File: src/rtl/rlcos_synth.sv
module rlcos_synth #(
  parameter int ACC_W = 24,
  parameter int ANG_W = 12,
  parameter int OUT_W = 12
) (
  input  logic                    clk,
  input  logic                    rst,
  input  logic [ACC_W-1:0]        freq_word,
  input  logic                    adj_en,
  input  logic [ACC_W-1:0]        adj_disp,
  output logic signed [OUT_W-1:0] sample,
  output logic                    sample_vld
);
  localparam int PW   = ANG_W + 1;
  localparam int XPW  = PW + 15;
  localparam int AMP  = (1 << (OUT_W - 1)) - 1;
  localparam int LAT  = 10;
  localparam logic [14:0] PI_Q13 = 15'd25736;

  logic [ACC_W-1:0] acc, ph1;
  logic [ANG_W-1:0] p2;
  logic [7:0]       sgn;
  logic [15:0]      x3, sq4, q5, sq5;
  logic [16:0]      c6, c2_7, c2_8, c4_8;
  logic [OUT_W-2:0] mag9;
  logic [3:0]       vcnt;

  logic [ANG_W+1:0] top2;
  logic [XPW-1:0]   xprod;
  logic [31:0]      sqx, sq2, t6;
  logic [16:0]      c6_n, d9, vc;
  logic [33:0]      c2p, c4p;
  logic signed [20:0] v9;
  logic [31:0]      sc;

  assign top2  = (ANG_W+2)'(ph1 >> (ACC_W - ANG_W - 2));
  assign xprod = {15'd0, p2, 1'b1} * {{PW{1'b0}}, PI_Q13};
  assign sqx   = {16'd0, x3} * {16'd0, x3};
  assign sq2   = {16'd0, sq4} * {16'd0, sq4};
  assign t6    = {16'd0, q5} * 32'd2731;
  assign c6_n  = 17'd65536 - {2'b00, sq5[15:1]} + {1'b0, 16'(t6 >> 16)};
  assign c2p   = {17'd0, c6} * {17'd0, c6};
  assign c4p   = {17'd0, c2_7} * {17'd0, c2_7};
  assign d9    = c2_8 - c4_8;
  assign v9    = 21'sd65536 - $signed({1'b0, d9, 3'b000});
  assign vc    = (v9 < 0) ? 17'd0 : v9[16:0];
  assign sc    = {15'd0, vc} * 32'(AMP) + 32'd32768;

  assign sample_vld = (vcnt == 4'(LAT));

  always_ff @(posedge clk) begin
    if (rst) begin
      acc    <= '0;
      ph1    <= '0;
      p2     <= '0;
      sgn    <= '0;
      x3     <= '0;
      sq4    <= '0;
      q5     <= '0;
      sq5    <= '0;
      c6     <= '0;
      c2_7   <= '0;
      c2_8   <= '0;
      c4_8   <= '0;
      mag9   <= '0;
      sample <= '0;
      vcnt   <= '0;
    end else begin
      acc    <= acc + freq_word;
      ph1    <= acc + (adj_en ? adj_disp : '0);
      p2     <= top2[ANG_W] ? ~top2[ANG_W-1:0] : top2[ANG_W-1:0];
      sgn    <= {sgn[6:0], top2[ANG_W+1] ^ top2[ANG_W]};
      x3     <= 16'(xprod >> PW);
      sq4    <= 16'(sqx >> 16);
      q5     <= 16'(sq2 >> 16);
      sq5    <= sq4;
      c6     <= c6_n;
      c2_7   <= 17'(c2p >> 16);
      c4_8   <= 17'(c4p >> 16);
      c2_8   <= c2_7;
      mag9   <= (OUT_W-1)'(sc >> 16);
      sample <= sgn[7] ? -$signed({1'b0, mag9}) : $signed({1'b0, mag9});
      if (vcnt != 4'(LAT)) vcnt <= vcnt + 4'd1;
    end
  end
endmodule

File: config.mk
export PLATFORM = sky130hd
export DESIGN_NAME = rlcos_synth
export DESIGN_NICKNAME = d
export VERILOG_FILES = /design/src/rtl/rlcos_synth.sv
export SDC_FILE = /design/constraint.sdc
export NUM_CORES = 2
export LEC_CHECK = 0
export ABC_AREA = 1
export BUFFER_PORTS_ARGS = -buffer_cell sky130_fd_sc_hd__clkbuf_2
export CORE_ASPECT_RATIO = 0.8
export CORE_MARGIN = 8
export CORE_UTILIZATION = 60
export CTS_BUF_LIST = sky130_fd_sc_hd__clkbuf_4 sky130_fd_sc_hd__clkbuf_8
export CTS_CLUSTER_DIAMETER = 30
export DETAILED_ROUTE_END_ITERATION = 12
export PLACE_DENSITY = 0.8
export SYNTH_ARGS = -nofsm -noshare
export SYNTH_HDL_FRONTEND = slang
export SYNTH_SLANG_ARGS = --single-unit
File: constraint.sdc
create_clock -name clk -period 11.27 [get_ports clk]
set_input_delay 0.5635 -clock clk [delete_from_list [all_inputs] [get_ports clk]]
set_output_delay 0.5635 -clock clk [all_outputs]
set_load 0.03 [all_outputs]
==> impl_results.md <==
- Status: complete, no violations
- Most used routing layer: met2
- Routed via count: 40700
- FF/Latch Area: 4300 um^2
- Drt wl/cell: 14.8 um
- Worst Max-Slew Pin Slew: 1.00 ns
- Slowest stage delay, CP: 0.62 ns
- WL final: 115000 um
- Final worst slack: 4.12 ns
- Syn nets: 8277
- Area of the multi-input gates: 38600 um^2
- Worst-Skew Late Latency: 0.66 ns
- Vias per cell: 5.24
- Area leader, netlist: fa_1
- Clock buffer depth: 3
- TritonCTS Buffers: 46
- DP Area: 52100 um^2
- GRT Overall Usage: 24.8%
- Area of the core: 84000 um^2
- Iteration-0 DRC count of the detailed router: 2770
- FP Rows: 95
- Final setup violation count: 0
- First-pass GRT wire length: 199000 um
- Top-Level Pins: 64
- Synth top area share: 33.3%
- Clock slew at reported path FFs: 0.06 ns
- Synth Instances: 6654
- Peak fanout along the critical path: 12
- Area grow syn2layout: 4.27%
- Setup repair bufs after CTS: 0
- Most common cell after layout, fill and taps aside: inv_1
- Diode count: 0
- Post-cts resize count: 0
- Setup_tns: 0 ns
- GR Util met1: 35.6%
- Fillcell total: 7255
- Hold-fix buffer count after cts: 0
- Power Density: 198 nW/um^2
- RSZ-0062 raised after global routing: false
- Placed insts: 7690
- Met3 GRT Util: 3.80%
- Clock sinks: 215
- Crit end category: register
- Final instance area: 53100 um^2
- Starting density of the core: 60.5%
- Most frequent cells in the layout: 1965 x inv_1, 1184 x nand2_1, 847 x fa_1
- Seq cells post-synth: 215
- H-Tree Depth: 2
- Seq/Total Area, Yosys: 8.46%
- CTS tree: yes
- Mapped Area: 50900 um^2
- Chip width: 342 um
- Initial antenna violation count: 0
- Final Cycle Share: 63.4%
- Fin Hold WS: 0.236 ns
- Ys Warns: 0
- Ratio of cells with drive above 1 in the final layout: 2.75%
- Crit path max-delay cell type: fa_1
- Fin util: 63.1%
- Synth area leaders: fa_1 33%, ha_1 18%, inv_1 15%
- Fmax: 0.140 GHz
- Critical Path AT: 7.74 ns
- Maxcap violations: 0
- Gpl congestion: 0.934
- Min-Delay Path Class: input port to register
- GR Overflow Total: 0
- Fin. Hold Viols: 0
- Remaining DRCs: 0
- Total Power: 10.5 mW
- Met2 Track Usage GR: 39.8%
- DIE HEIGHT: 276 um
- Clock Skew: 0.0498 ns
- Placed wire-length estimate: 98200 um
- Max Transition Viols Final: 0
- Critical Path RT: 11.86 ns
- Fin cells: 7774
- Leak Pwr: 31.3 nW
- Die ar.: 94400 um^2
- Root Buffer: clkbuf_8
- Largest net degree at the start of global routing: 71
- Port buffer count: 63
- Pre-CTS WS: 4.17 ns
- Vias in the first global route: 42100
- Minimum clock period: 7.15 ns
- Crit path launch type: register
- Worst vdd ir: 141 uV
- # nets final: 8246
- Critical path's most frequent cell: fa_1
- Max_slew headroom: 33.1%
- Post-synthesis cell type count: 49
- Antenna viol nets, final: 0
- Critical path class: register to register
- Syn avg cell area: 7.65 um^2
- Drt pass-1 iters: 6
registers in the layout, indices dropped and copies added, names as in the netlist:
signal / cells
acc: 24
c2_7: 17
c2_8: 17
c4_8: 17
c6: 17
mag9: 11
p2: 12
ph1: 14
q5: 16
sample: 12
sgn: 8
sq4: 16
sq5: 15
vcnt: 4
x3: 15
synth_stat cells (all sizes together):
library cell     n
nor3b            1
ha             725
o221ai           3
xnor2           42
o31a             1
a2111oi          1
o31ai            6
fa             847
and2             6
a31oi           26
nor2           413
a21boi          12
nand3b           7
xor2            38
buf             12
nor3            69
nand3          140
or3              1
a221oi           1
a21o            23
o21a            33
clkinv           1
clkbuf         134
nand4           35
or2             12
inv           1970
o211ai           2
dfxtp          215
a22oi            1
o2111ai          3
a21oi          404
o21ai          223
nand2         1192
and3             3
nor4             9
o21bai          26
a211oi          16
o211a            1
power breakdown:
group          total (mW)  internal [mW]  switching (mW)
combinational        8.07           3.01            5.06
clock               0.901          0.481           0.420
sequential           1.53          0.965           0.561
cells by family (layout without fill, tap and decap cells):
| logic type | Yosys count | count (layout) | share of synthesized area, % |
|---|---|---|---|
| buffers and inverters | 2117 | 2122 | 15.6 |
| XOR/XNOR | 80 | 80 | 1.38 |
| AND/OR/NAND/NOR | 1888 | 1888 | 15.0 |
| flip-flops | 215 | 215 | 8.46 |
| adder cells (fa/ha/maj) | 1572 | 1572 | 51.2 |
| AO/OA/AOI/OAI | 782 | 782 | 8.42 |
area by class of cell:
cell class	count	share of cell area [%]
sequential	215	8.11
timing repair buffer	67	0.656
multi-input combinational	4322	72.8
inverter	1971	13.9
clock buffer	60	1.43
clock inverter	24	0.432
tap	1115	2.63
metal layers:
layer  part of all wire (%)  up-vias
li1                       -    19800
met1                     46    19400
met2                     45     1269
met3                    7.5      166
met4                    1.8        0
met5                      0        -
final timing paths:
kind | from | to | slack [ns] | cells past startpoint
worst max-delay path | c2_8[0]$_SDFF_PP0_ | mag9[9]$_SDFF_PP0_ | 4.12 | 30
worst min-delay path | freq_word[23] | acc[23]$_SDFF_PP0_ | 0.24 | 4
worst max register to register | c2_8[0]$_SDFF_PP0_ | mag9[9]$_SDFF_PP0_ | 4.12 | 30
worst min register to register | sgn[3]$_SDFF_PP0_ | sgn[4]$_SDFF_PP0_ | 0.40 | 2
worst max-delay path, delay by kind of cell (launching register included):
| family | cells | cell delay [ns] |
|---|---|---|
| fa+ha+maj | 8 | 3.59 |
| compound gates | 4 | 0.74 |
| simple gates | 13 | 2.08 |
| flops | 1 | 0.29 |
| buf+inv | 5 | 0.38 |
No activity file was read; power rests on OpenSTA's default activity.
